--- config.mk ---
export PLATFORM = sky130hd
export DESIGN_NAME = hitwin_capture
export DESIGN_NICKNAME = d
export VERILOG_FILES = /design/src/rtl/hwc_pkg.sv /design/src/rtl/hwc_rst_sync.sv /design/src/rtl/hwc_coarse_ctr.sv /design/src/rtl/hwc_pingpong.sv /design/src/rtl/hwc_fifo.sv /design/src/rtl/hitwin_capture.sv
export SDC_FILE = /design/constraint.sdc
export NUM_CORES = 1
export LEC_CHECK = 0
export ABC_AREA = 1
export BUFFER_PORTS_ARGS = -buffer_cell sky130_fd_sc_hd__clkbuf_2
export CORE_MARGIN = 4
export CORE_UTILIZATION = 31
export DETAILED_ROUTE_END_ITERATION = 8
export SLEW_MARGIN = 10
export SYNTH_ARGS = -nofsm -noshare
export SYNTH_HDL_FRONTEND = slang
export SYNTH_SLANG_ARGS = --single-unit
export TNS_END_PERCENT = 1
--- constraint.sdc ---
create_clock -name clk -period 3.95 [get_ports clk]
set_clock_uncertainty 0.2 [all_clocks]
set_input_delay 0.79 -clock clk [delete_from_list [all_inputs] [get_ports clk]]
set_output_delay 0.79 -clock clk [all_outputs]
set_load 0.005 [all_outputs]
--- src/rtl/hwc_pkg.sv ---
package hwc_pkg;

  // Default geometry of one capture lane
  localparam int DEF_CELLS       = 16;
  localparam int DEF_STAMP_W     = 16;
  localparam int DEF_QUEUE_DEPTH = 8;
  localparam int DEF_SYNC_STAGES = 2;

  // Which of the two window memories is being written this cycle
  typedef enum logic {
    BANK_A = 1'b0,
    BANK_B = 1'b1
  } bank_e;

  function automatic bank_e other_bank(input bank_e b);
    return (b == BANK_A) ? BANK_B : BANK_A;
  endfunction

endpackage

--- src/rtl/hwc_rst_sync.sv ---
module hwc_rst_sync #(
  parameter int STAGES = 2
) (
  input  logic clk,
  input  logic rst_n_async,
  output logic rst_n_sync
);

  logic [STAGES-1:0] chain_q;
  logic [STAGES-1:0] chain_d;

  always_comb begin
    chain_d = {chain_q[STAGES-2:0], 1'b1};
  end

  always_ff @(posedge clk or negedge rst_n_async) begin
    if (!rst_n_async) begin
      chain_q <= '0;
    end else begin
      chain_q <= chain_d;
    end
  end

  assign rst_n_sync = chain_q[STAGES-1];

endmodule

--- src/rtl/hwc_coarse_ctr.sv ---
module hwc_coarse_ctr #(
  parameter int WIDTH = 16
) (
  input  logic             clk,
  input  logic             rst_n,
  input  logic             en_i,
  output logic [WIDTH-1:0] count_o
);

  logic [WIDTH-1:0] count_q;
  logic [WIDTH-1:0] count_d;

  // Wraps silently at the top of the range
  always_comb begin
    count_d = count_q;
    if (en_i) begin
      count_d = count_q + 1'b1;
    end
  end

  always_ff @(posedge clk or negedge rst_n) begin
    if (!rst_n) begin
      count_q <= '0;
    end else begin
      count_q <= count_d;
    end
  end

  assign count_o = count_q;

endmodule

--- src/rtl/hwc_pingpong.sv ---
module hwc_pingpong
  import hwc_pkg::*;
#(
  parameter int CELLS   = 16,
  parameter int STAMP_W = 16
) (
  input  logic               clk,
  input  logic               rst_n,
  input  logic [CELLS-1:0]   cells_i,
  input  logic [STAMP_W-1:0] stamp_i,
  output logic [CELLS-1:0]   done_cells_o,
  output logic [STAMP_W-1:0] done_stamp_o,
  output logic               done_hit_o,
  output logic               wr_bank_o
);

  localparam int BANKS = 2;

  bank_e sel_q;
  bank_e sel_d;

  logic [BANKS-1:0][CELLS-1:0]   bank_cells;
  logic [BANKS-1:0][STAMP_W-1:0] bank_stamp;

  // Alternate every cycle: one bank fills while the other is judged
  always_comb begin
    sel_d = other_bank(sel_q);
  end

  always_ff @(posedge clk or negedge rst_n) begin
    if (!rst_n) begin
      sel_q <= BANK_A;
    end else begin
      sel_q <= sel_d;
    end
  end

  for (genvar b = 0; b < BANKS; b++) begin : g_bank
    logic               wr_en;
    logic [CELLS-1:0]   cells_q;
    logic [CELLS-1:0]   cells_d;
    logic [STAMP_W-1:0] stamp_q;
    logic [STAMP_W-1:0] stamp_d;

    always_comb begin
      wr_en   = (sel_q == bank_e'(b));
      cells_d = cells_q;
      stamp_d = stamp_q;
      if (wr_en) begin
        cells_d = cells_i;
        stamp_d = stamp_i;
      end
    end

    always_ff @(posedge clk or negedge rst_n) begin
      if (!rst_n) begin
        cells_q <= '0;
        stamp_q <= '0;
      end else begin
        cells_q <= cells_d;
        stamp_q <= stamp_d;
      end
    end

    assign bank_cells[b] = cells_q;
    assign bank_stamp[b] = stamp_q;
  end

  // The bank not being written holds the word from the previous edge
  logic rd_idx;
  assign rd_idx = sel_d;

  assign done_cells_o = bank_cells[rd_idx];
  assign done_stamp_o = bank_stamp[rd_idx];
  assign done_hit_o   = |done_cells_o;
  assign wr_bank_o    = sel_q;

endmodule

--- src/rtl/hwc_fifo.sv ---
module hwc_fifo #(
  parameter int WIDTH = 32,
  parameter int DEPTH = 8
) (
  input  logic                       clk,
  input  logic                       rst_n,
  input  logic                       push_i,
  input  logic [WIDTH-1:0]           push_data_i,
  input  logic                       pop_ready_i,
  output logic                       pop_valid_o,
  output logic [WIDTH-1:0]           pop_data_o,
  output logic                       ovf_o,
  output logic [$clog2(DEPTH):0]     level_o
);

  // DEPTH must be a power of two; pointers carry one wrap bit
  localparam int AW    = $clog2(DEPTH);
  localparam int PTR_W = AW + 1;

  logic [PTR_W-1:0] wr_q, wr_d;
  logic [PTR_W-1:0] rd_q, rd_d;
  logic             ovf_q, ovf_d;
  logic [PTR_W-1:0] level;
  logic             full;
  logic             accept;
  logic             take;

  logic [WIDTH-1:0] mem [DEPTH];

  always_comb begin
    level  = wr_q - rd_q;
    full   = (level == PTR_W'(DEPTH));
    accept = push_i && !full;
    take   = (level != '0) && pop_ready_i;

    wr_d  = wr_q;
    rd_d  = rd_q;
    ovf_d = ovf_q;
    if (accept) begin
      wr_d = wr_q + 1'b1;
    end
    if (take) begin
      rd_d = rd_q + 1'b1;
    end
    if (push_i && full) begin
      ovf_d = 1'b1;
    end
  end

  always_ff @(posedge clk or negedge rst_n) begin
    if (!rst_n) begin
      wr_q  <= '0;
      rd_q  <= '0;
      ovf_q <= 1'b0;
    end else begin
      wr_q  <= wr_d;
      rd_q  <= rd_d;
      ovf_q <= ovf_d;
    end
  end

  // Storage array is not reset: pointers guard every read
  always_ff @(posedge clk) begin
    if (accept) begin
      mem[wr_q[AW-1:0]] <= push_data_i;
    end
  end

  assign pop_valid_o = (level != '0);
  assign pop_data_o  = mem[rd_q[AW-1:0]];
  assign ovf_o       = ovf_q;
  assign level_o     = level;

endmodule

--- src/rtl/hitwin_capture.sv ---
module hitwin_capture #(
  parameter int CELLS       = hwc_pkg::DEF_CELLS,
  parameter int STAMP_W     = hwc_pkg::DEF_STAMP_W,
  parameter int QUEUE_DEPTH = hwc_pkg::DEF_QUEUE_DEPTH,
  parameter int SYNC_STAGES = hwc_pkg::DEF_SYNC_STAGES
) (
  input  logic                       clk,
  input  logic                       rst_n,
  input  logic [CELLS-1:0]           slice_i,
  input  logic                       out_ready_i,
  output logic                       out_valid_o,
  output logic [STAMP_W+CELLS-1:0]   out_data_o,
  output logic                       ovf_o
);

  localparam int ENTRY_W = STAMP_W + CELLS;
  localparam int LVL_W   = $clog2(QUEUE_DEPTH) + 1;

  logic               rst_int_n;
  logic [STAMP_W-1:0] stamp_now;
  logic [CELLS-1:0]   done_cells;
  logic [STAMP_W-1:0] done_stamp;
  logic               done_hit;
  logic               wr_bank;
  logic [LVL_W-1:0]   fifo_level;
  logic [ENTRY_W-1:0] push_entry;
  logic               ctr_en;

  hwc_rst_sync #(
    .STAGES (SYNC_STAGES)
  ) u_rst_sync (
    .clk         (clk),
    .rst_n_async (rst_n),
    .rst_n_sync  (rst_int_n)
  );

  assign ctr_en = 1'b1;

  hwc_coarse_ctr #(
    .WIDTH (STAMP_W)
  ) u_coarse (
    .clk     (clk),
    .rst_n   (rst_int_n),
    .en_i    (ctr_en),
    .count_o (stamp_now)
  );

  hwc_pingpong #(
    .CELLS   (CELLS),
    .STAMP_W (STAMP_W)
  ) u_pingpong (
    .clk          (clk),
    .rst_n        (rst_int_n),
    .cells_i      (slice_i),
    .stamp_i      (stamp_now),
    .done_cells_o (done_cells),
    .done_stamp_o (done_stamp),
    .done_hit_o   (done_hit),
    .wr_bank_o    (wr_bank)
  );

  assign push_entry = {done_stamp, done_cells};

  hwc_fifo #(
    .WIDTH (ENTRY_W),
    .DEPTH (QUEUE_DEPTH)
  ) u_fifo (
    .clk         (clk),
    .rst_n       (rst_int_n),
    .push_i      (done_hit),
    .push_data_i (push_entry),
    .pop_ready_i (out_ready_i),
    .pop_valid_o (out_valid_o),
    .pop_data_o  (out_data_o),
    .ovf_o       (ovf_o),
    .level_o     (fifo_level)
  );

endmodule

; After elaboration in Yosys (flattened, before gate mapping)
; Memories as Yosys holds them, arrays and structs flattened.
; Index checks and enable logic that the tools add are counted.
[op_classes]
n_addsub = 4
eq_ne = 1
magnitude_cmp = 1
muxes = 7
n_reduce_logical = 6
[op_table]
columns = operator, n
row1 = $mux 16, 4
row2 = $add 16x1->16 const B, 1
row3 = $reduce_or 16->1, 1
row4 = $add 4x1->4 const B, 2
row5 = $eq 4x4->1 const B, 1
row6 = $reduce_bool 4->1, 1
row7 = $sub 4x4->4, 1
row8 = $logic_and 1x1->1, 3
row9 = $mux 1, 3
row10 = $lt 1x2->1 const B, 1
row11 = $logic_not 1->1, 1
[totals]
ramBits = 256
elab_cells = 30
input_bits = 19
ff_bits = 92
output_inout_bits = 34
memories = 1
[memory_table]
columns = memory, words, width, read_ports, rd_clocked_by_memory_dff, wr, line
row1 = u_fifo.mem, 8, 32, 1, 0, 1, hwc_fifo.sv:28  ; logic [WIDTH-1:0] mem [DEPTH];

; Depth between registers and ports, before layout
; Gate-level depths: netlist (run 1).
[depth]
ltp_word = 7
depth_mapped = 13

; By module
; A second synthesis (run 1) with hierarchy kept.
[hier_totals]
cells_unflattened = 1207
area_unflattened_um2 = 14197.4
[modules_own_cells]
columns = module, area_each_um2, cells_each, instances
row1 = hwc_fifo, 10630.2, 819, 1
row2 = hwc_pingpong, 2696.3, 287, 1
row3 = hwc_coarse_ctr, 813.3, 97, 1
row4 = hwc_rst_sync, 53.8, 3, 1
row5 = hitwin_capture, 3.8, 1, 1

; Worst setup path before layout (run 1)
; No wires, ideal clock.
[synth_path]
kind = reg-to-reg
from = register u_fifo.rd_q[2]
to = memory u_fifo.mem[2][0], enable pin
slack_ns = 0.075
path_stages_with_launch = 12
synth_period_minus_slack_ns = 3.875
t_arrival_ns = 3.253
required_time_ns = 3.329
path_buffers = 2
path_cell_list = dfrtp_1 -> inv_1 -> clkbuf_1 -> clkbuf_1 -> ha_1 -> inv_1 -> nand2_1 -> nand2_1 -> nand2_1 -> nand3_1 -> nand3_1 -> nor2_1
[synth_via]
elab_chain_cells = 6
[synth_lines]
columns = item, line
row1 = "start, declared", hwc_fifo.sv:21  ; logic [PTR_W-1:0] rd_q, rd_d;
row2 = "start signal, assigned", hwc_fifo.sv:57  ; rd_q <= rd_d;
row3 = $sub 4x4->4, hwc_fifo.sv:31  ; level = wr_q - rd_q;
row4 = $eq 4x4->1, hwc_fifo.sv:32  ; full = (level == PTR_W'(DEPTH));
row5 = $logic_not 1->1, hwc_fifo.sv:33  ; accept = push_i && !full;
row6 = $logic_and 1x1->1, hwc_fifo.sv:33
row7 = $mux 1, hwc_fifo.sv:64  ; if (accept) begin
row8 = $mux 1 (not written as such), hwc_fifo.sv:65  ; mem[wr_q[AW-1:0]] <= push_data_i;
row9 = "end, declared", hwc_fifo.sv:28
; No other way between the ends.

; Worst setup path in the final report (run 1)
[layout_path]
from = register u_fifo.rd_q[1]
to = output out_data_o[1]
[layout_via]
elab_chain_cells = 1
[layout_lines]
columns = item, line
row1 = $mem_v2 8x32, n/a
row2 = "end, declared", hitwin_capture.sv:12  ; output logic [STAMP_W+CELLS-1:0] out_data_o,
; No other way between the ends.

==> results.py, run 1 <==
metrics = {
    "synthesis": {
        "yosys-top-cells-count": "edfxtp_1 (256), nor2_1 (249), o21ai_0 (192), nand2_1 (139), dfrtp_1 (92)",
        "synth_warnings": 0,
        "yosysSeqAreaShare": 0.729,
        "ys.flop_type": "edfxtp_1",
        "ys_seq_elements": 348,
        "syn_area_per_cell_sq_um": 11.8,
        "synth_most_common_cell": "edfxtp_1",
        "async_reset_ff_frac": 0.264,
        "synth-edff-count": 256,
        "synthTopCellsByArea": "edfxtp_1 (56%), dfrtp_1 (17%), o21ai_0 (7.0%)",
        "ys_types": 27,
        "yosys.area.top_type": "edfxtp_1",
        "synth_top_area_share": 0.561,
        "syn-instance-count": 1160,
        "syn_nets": 1185,
        "syn_area_sq_um": 13700,
    },
    "min_path": {
        "hp-class": "register to register",
    },
    "floorplan": {
        "ios": 53,
        "initial_core_util": 0.316,
        "die_y_um": 218,
        "die-area_sq_um": 47600,
        "fp.coreArea_sq_um": 43400,
        "row_count": 76,
        "fp.dieW_um": 218,
    },
    "routing": {
        "drt_pass1_iterations": 5,
        "vias": 8576,
        "detail-route-antenna-nets": 0,
        "drcViolationCount": 0,
        "initialDrtViolationCount": 604,
        "routed_via_density": 4.71,
        "routedWlPerCell_um": 17.0,
        "totalWireLength_mm": 31.0,
    },
    "sta": {
        "setup_viol": 0,
        "drv_slew": 0,
        "fin_hold_ws_ns": 0.151,
        "fin_crit_sh": 0.905,
        "hold_violations": 0,
        "rsz0062_at_grt": "false",
        "tns_ns": 0,
        "relSlewSlack": 0.451,
        "setup_slack_ns": 0.376,
        "tightest_slew_ns": 0.824,
        "post-route-min-period_ns": 3.57,
        "fmax_mhz": 280,
    },
    "power_and_ir_drop": {
        "power-per-cell-area_nw_per_um2": 768,
        "power_frac_seq": 0.423,
        "pwr-share-comb": 0.310,
        "power_mw": 12.2,
        "irDropWorstVdd_v": 0.000417,
        "p_clk_frac": 0.267,
        "p_int_mw": 8.06,
        "swShare": 0.341,
        "power_leakage_nw": 5.99,
        "switchingPower_mw": 4.16,
    },
    "cts": {
        "cts.sinks": 348,
        "cts_tree": "yes",
        "cts_max_level": 2,
        "cts.path.max_buffers": 3,
        "cts.reportedPaths.clkPinSlew_ns": 0.06,
        "cts-root-buf": "clkbuf_16",
        "clk_latency_ns": 0.51,
        "cts_buffers": 35,
    },
    "setup_path": {
        "critPathLaunchType": "register",
        "path_class": "register to output pin",
        "cp_max_fo": 67,
        "rrSetupSlack_ns": 0.82,
        "r2r-end": "u_fifo.mem[2][8]",
        "regToRegStartpoint": "u_pingpong.wr_bank_o",
        "critPathLaunch": "u_fifo.rd_q[1]",
        "required_ns": 2.96,
        "rr_worst_depth": 10,
        "endpoint": "out_data_o[1]",
        "endpoint_kind": "output pin",
        "arrival_ns": 2.58,
    },
    "global_routing": {
        "grt_pass1_vias": 8435,
        "grt.total_usage": 0.131,
        "grt_max_degree": 89,
        "antenna_found_initial": 1,
        "grt_pass1_wl_mm": 49.0,
        "overflow": 0,
    },
    "flow_run": {
        "maxCapViolCount": 0,
    },
    "run_status": {
        "status": "completed",
    },
    "placement": {
        "dpl.hpwl_mm": 17.8,
        "pre_cts_ws_ns": 0.774,
        "port_buffers": 52,
        "gp_congestion": 0.756,
    },
    "finish": {
        "num_antenna_cells": 0,
        "n_fill_cell": 4206,
        "syn_to_final_growth_pct": 16.2,
        "finish.utilization": 0.367,
        "drive_above_1_share": 0.121,
        "nets": 1235,
    },
}
==> layer usage <==
metal,routed length [um],global-route usage
met5,13,0
met4,545,0.0329
met3,1560,0.0254
met2,14800,0.219
met1,14200,0.177
==> critical path, cell delays in order, from the launching register on <==
cell,delay [ns]
dfrtp_2,0.36
buf_4,0.65
o21ai_0,0.21
o22ai_1,0.21
nor2_1,0.06
a31oi_1,0.36
clkbuf_2,0.19
==> area by class of cell <==
class,count,area [sq um],share of cell area
Sequential cell,348,10000,0.628
Multi-Input combinational cell,700,3290,0.207
Clock buffer,52,1070,0.0674
Tap cell,585,732,0.0460
Timing Repair Buffer,77,563,0.0354
Inverter,48,181,0.0114
Clock inverter,11,77.6,0.00487
==> worst min-delay path by stage <==
stage	start	end	slack (ns)	depth (start not counted)
finish	u_rst_sync.chain_q[0]	u_rst_sync.chain_q[1]	0.15	0
global route	u_rst_sync.chain_q[0]	u_rst_sync.chain_q[1]	0.17	0
CTS	u_rst_sync.chain_q[0]	u_rst_sync.chain_q[1]	0.15	0
detailed placement	u_rst_sync.chain_q[0]	u_rst_sync.chain_q[1]	0.14	0
global placement	u_rst_sync.chain_q[0]	u_rst_sync.chain_q[1]	0.14	0
floorplan	u_rst_sync.chain_q[0]	u_rst_sync.chain_q[1]	0.13	0
==> repair_timing <==
action                                  in CTS  in global routing
gates resized for setup                      0                  0
hold buffers                                 1                  0
hold endpoints to repair                     2                  0
buffers inserted                             0                  0
endpoints found under the setup margin       0                  0
==> metrics by stage <==
stage / instances / cell area (sq um)
after floorplan: 1160 / 13700
after global placement: 1757 / 14800
after detailed placement: 1757 / 14800
after CTS: 1821 / 15900
after global routing: 1821 / 15900
final: 1821 / 15900
==> layout by cell type, fill, tap and decap left out, types with 2 or more instances in the layout <==
master	n
a31oi_1	33
buf_12	9
buf_4	15
clkbuf_1	7
clkbuf_16	38
clkbuf_2	52
clkbuf_8	7
clkinv_1	3
clkinv_2	7
dfrtp_1	88
dfrtp_2	2
dfrtp_4	2
edfxtp_1	256
ha_1	6
inv_1	44
inv_2	3
nand2_1	139
nand2_2	2
nand3_1	21
nor2_1	241
nor2_4	8
o21ai_0	192
o22ai_1	32
xnor2_1	3
xor2_1	15
==> kinds of logic after synthesis <==
| group | after synthesis | share of synthesized area |
|---|---|---|
| other | 1 | 0.000274 |
| AO/OA/AOI/OAI | 258 | 0.100 |
| buffers and inverters | 112 | 0.0352 |
| flip-flops | 348 | 0.729 |
| XOR/XNOR | 18 | 0.0115 |
| adder cells (fa/ha/maj) | 6 | 0.00548 |
| AND/OR/NAND/NOR | 417 | 0.118 |
==> power groups by stage <==
stage / clock network [mW] / registers [mW] / logic, mW
floorplan: 0 / 5.16 / 2.31
detailed placement: 0 / 5.25 / 3.89
global placement: 0 / 5.23 / 3.85
global route: 3.50 / 5.24 / 4.26
finish: 3.26 / 5.17 / 3.79
CTS: 3.34 / 5.17 / 3.91
==> sequential cells by signal (all words and copies together) (netlist names) <==
signal	count
u_fifo.mem	256
u_pingpong.g_bank.cells_q	32
u_pingpong.g_bank.stamp_q	32
u_coarse.count_o	16
u_fifo.rd_q	4
u_fifo.wr_q	4
u_rst_sync.chain_q	2
u_fifo.ovf_o	1
u_pingpong.wr_bank_o	1
(Power assumes the default switching activity.)
==> run 2, diff against run 1 <==
--- a/config.mk
+++ b/config.mk
@@ -9,6 +9,7 @@
 export BUFFER_PORTS_ARGS = -buffer_cell sky130_fd_sc_hd__clkbuf_2
 export CORE_MARGIN = 4
 export CORE_UTILIZATION = 31
+export CTS_BUF_LIST = sky130_fd_sc_hd__clkbuf_4 sky130_fd_sc_hd__clkbuf_8
 export DETAILED_ROUTE_END_ITERATION = 8
 export SLEW_MARGIN = 10
 export SYNTH_ARGS = -nofsm -noshare
==> run 2 against run 1 <==
Effect of this change:
- sequential cell count unchanged
- total power down 0.68%
- die area unchanged
- sequential share of layout area down 0.064 points
- largest power group unchanged
- hold slack worse by 0.0011 ns
- first-iteration DRC count grew 8.4%
- sequential power about the same
- wire length is 1.8% higher
- largest cell class unchanged
==> results.py, run 2 (synthesized netlist as in run 1, its figures left out) <==
metrics = {
    "setup_path": {
        "critical_path.top_delay_family": "flip-flops",
        "critPathLaunchType": "register",
        "regToRegStartpoint": "u_pingpong.wr_bank_o",
        "worstSetupPathDepth": 6,
        "required_ns": 2.96,
        "arrival_ns": 2.67,
        "r2r-end": "u_fifo.mem[2][5]",
        "rr_worst_depth": 10,
        "cp_max_fo": 43,
        "crit_slowest_cell": "dfrtp_4",
        "rrSetupSlack_ns": 0.80,
        "critPathMaxStageDelay_ns": 0.69,
        "endpoint_kind": "output pin",
        "crit_chain": "buf_4, o21ai_0, o22ai_1, nor2_1, a31oi_1, clkbuf_2",
        "path_class": "register to output pin",
        "path_buf_inv": 2,
    },
    "routing": {
        "drcViolationCount": 0,
        "vias": 8710,
        "routedWlPerCell_um": 17.0,
        "routed_via_density": 4.69,
        "initialDrtViolationCount": 655,
        "drt_pass1_iterations": 5,
        "totalWireLength_mm": 31.6,
        "detail-route-antenna-nets": 0,
    },
    "floorplan": {
        "fp.coreArea_sq_um": 43400,
        "die-area_sq_um": 47600,
        "ios": 53,
        "row_count": 76,
        "initial_core_util": 0.316,
        "fp.dieW_um": 218,
        "die_y_um": 218,
    },
    "sta": {
        "fin_crit_sh": 0.927,
        "tightest_slew_ns": 0.815,
        "fin_hold_ws_ns": 0.150,
        "relSlewSlack": 0.457,
        "rsz0062_at_grt": "false",
        "tns_ns": 0,
        "drv_slew": 0,
        "fmax_mhz": 273,
        "post-route-min-period_ns": 3.66,
        "setup_viol": 0,
        "hold_violations": 0,
    },
    "power_and_ir_drop": {
        "irDropWorstVdd_v": 0.000438,
        "power_leakage_nw": 6.04,
        "power_frac_seq": 0.426,
        "power-per-cell-area_nw_per_um2": 762,
        "pwr-share-comb": 0.312,
        "p_clk_frac": 0.261,
        "power_mw": 12.1,
        "swShare": 0.346,
        "switchingPower_mw": 4.20,
        "p_int_mw": 7.94,
    },
    "placement": {
        "dp.cells": 1757,
        "dpl.hpwl_mm": 17.8,
        "postPlaceCellArea_sq_um": 14800,
        "gp_congestion": 0.756,
        "port_buffers": 52,
    },
    "cts": {
        "cts.sinks": 348,
        "cts.path.max_buffers": 3,
        "clk_latency_ns": 0.59,
        "cts_max_level": 2,
        "cts_tree": "yes",
        "cts_buffers": 53,
        "cts.reportedPaths.clkPinSlew_ns": 0.06,
        "cts-root-buf": "clkbuf_8",
        "cts_setup_buffers": 0,
    },
    "finish": {
        "final_cell_mix": "edfxtp_1 (256), nor2_1 (241), o21ai_0 (192), nand2_1 (139), dfrtp_1 (88)",
        "largest_reg_flops": 256,
        "register_area_sq_um": 10000,
        "nets": 1253,
        "instances_no_fill": 1859,
        "syn_to_final_growth_pct": 16.3,
        "mostFrequentLayoutCell": "edfxtp_1",
        "n_fill_cell": 4232,
        "multi_input_area_sq_um": 3290,
        "final_area_sq_um": 15900,
        "drive_above_1_share": 0.151,
    },
    "min_path": {
        "hp-class": "register to register",
        "min_path_cells": 0,
        "min_to": "u_rst_sync.chain_q[1]",
        "hold_start": "u_rst_sync.chain_q[0]",
    },
    "global_routing": {
        "grt_max_degree": 89,
        "grt_pass1_wl_mm": 49.7,
        "grt.total_usage": 0.133,
        "overflow": 0,
        "antenna_found_initial": 1,
        "grt_pass1_vias": 8670,
    },
    "run_status": {
        "status": "completed",
    },
    "flow_run": {
        "maxCapViolCount": 0,
    },
}
-- run 2: cell types whose count changed in the layout (fill, tap and decap cells not counted), sizes merged --
cell,change
clkinv,+2
bufinv,+2
clkinvlp,+1
clkbuf,+33
inv,-1
diode,+1
-- run 2: cell type report --
type / count / area share
clock inverters: 15 / 0.00950
repair buffers: 77 / 0.0353
multi-input cells: 700 / 0.206
inverters: 48 / 0.0114
diodes: 1 / 0.000157
clock buffers: 85 / 0.0636
well taps: 585 / 0.0459
flip-flops and latches: 348 / 0.628
-- run 2: how the worst max path moves through the flow --
stage                              endpoint                  from
after global routing         out_data_o[27]        u_fifo.rd_q[0]
after floorplan            u_fifo.mem[2][0]        u_fifo.rd_q[2]
after detailed placement  u_fifo.mem[2][10]  u_pingpong.wr_bank_o
after global placement     u_fifo.mem[2][6]  u_pingpong.wr_bank_o
after CTS                    out_data_o[27]        u_fifo.rd_q[0]
final                        out_data_o[27]        u_fifo.rd_q[0]
-- run 2: power by group through the flow --
stage	logic, mW	clock network, mW	registers [mW]
2_1_floorplan	2.31	0	5.16
3_3_place_gp	3.85	0	5.23
3_5_place_dp	3.89	0	5.25
4_1_cts	3.91	3.25	5.18
5_1_grt	4.26	3.43	5.24
6_report	3.79	3.17	5.17
-- run 2: what timing repair did --
item,in CTS,in global routing
hold buffers,1,0
resized for setup,0,0
hold endpoints to repair,2,0
-- run 2: routing by layer --
metal	vias up	routed length, um	track usage
met1	4270	14300	0.177
met5	-	11	0
li1	4180	-	-
met3	47	1820	0.0285
met4	2	592	0.0388
met2	211	14900	0.219
-- run 2: through the flow --
stage	util	setup slack (ns)
final	0.367	0.287
after global routing	0.367	0.0833
after global placement	0.340	0.877
after CTS	0.367	0.207
after floorplan	-	0.0755
after detailed placement	0.340	0.774
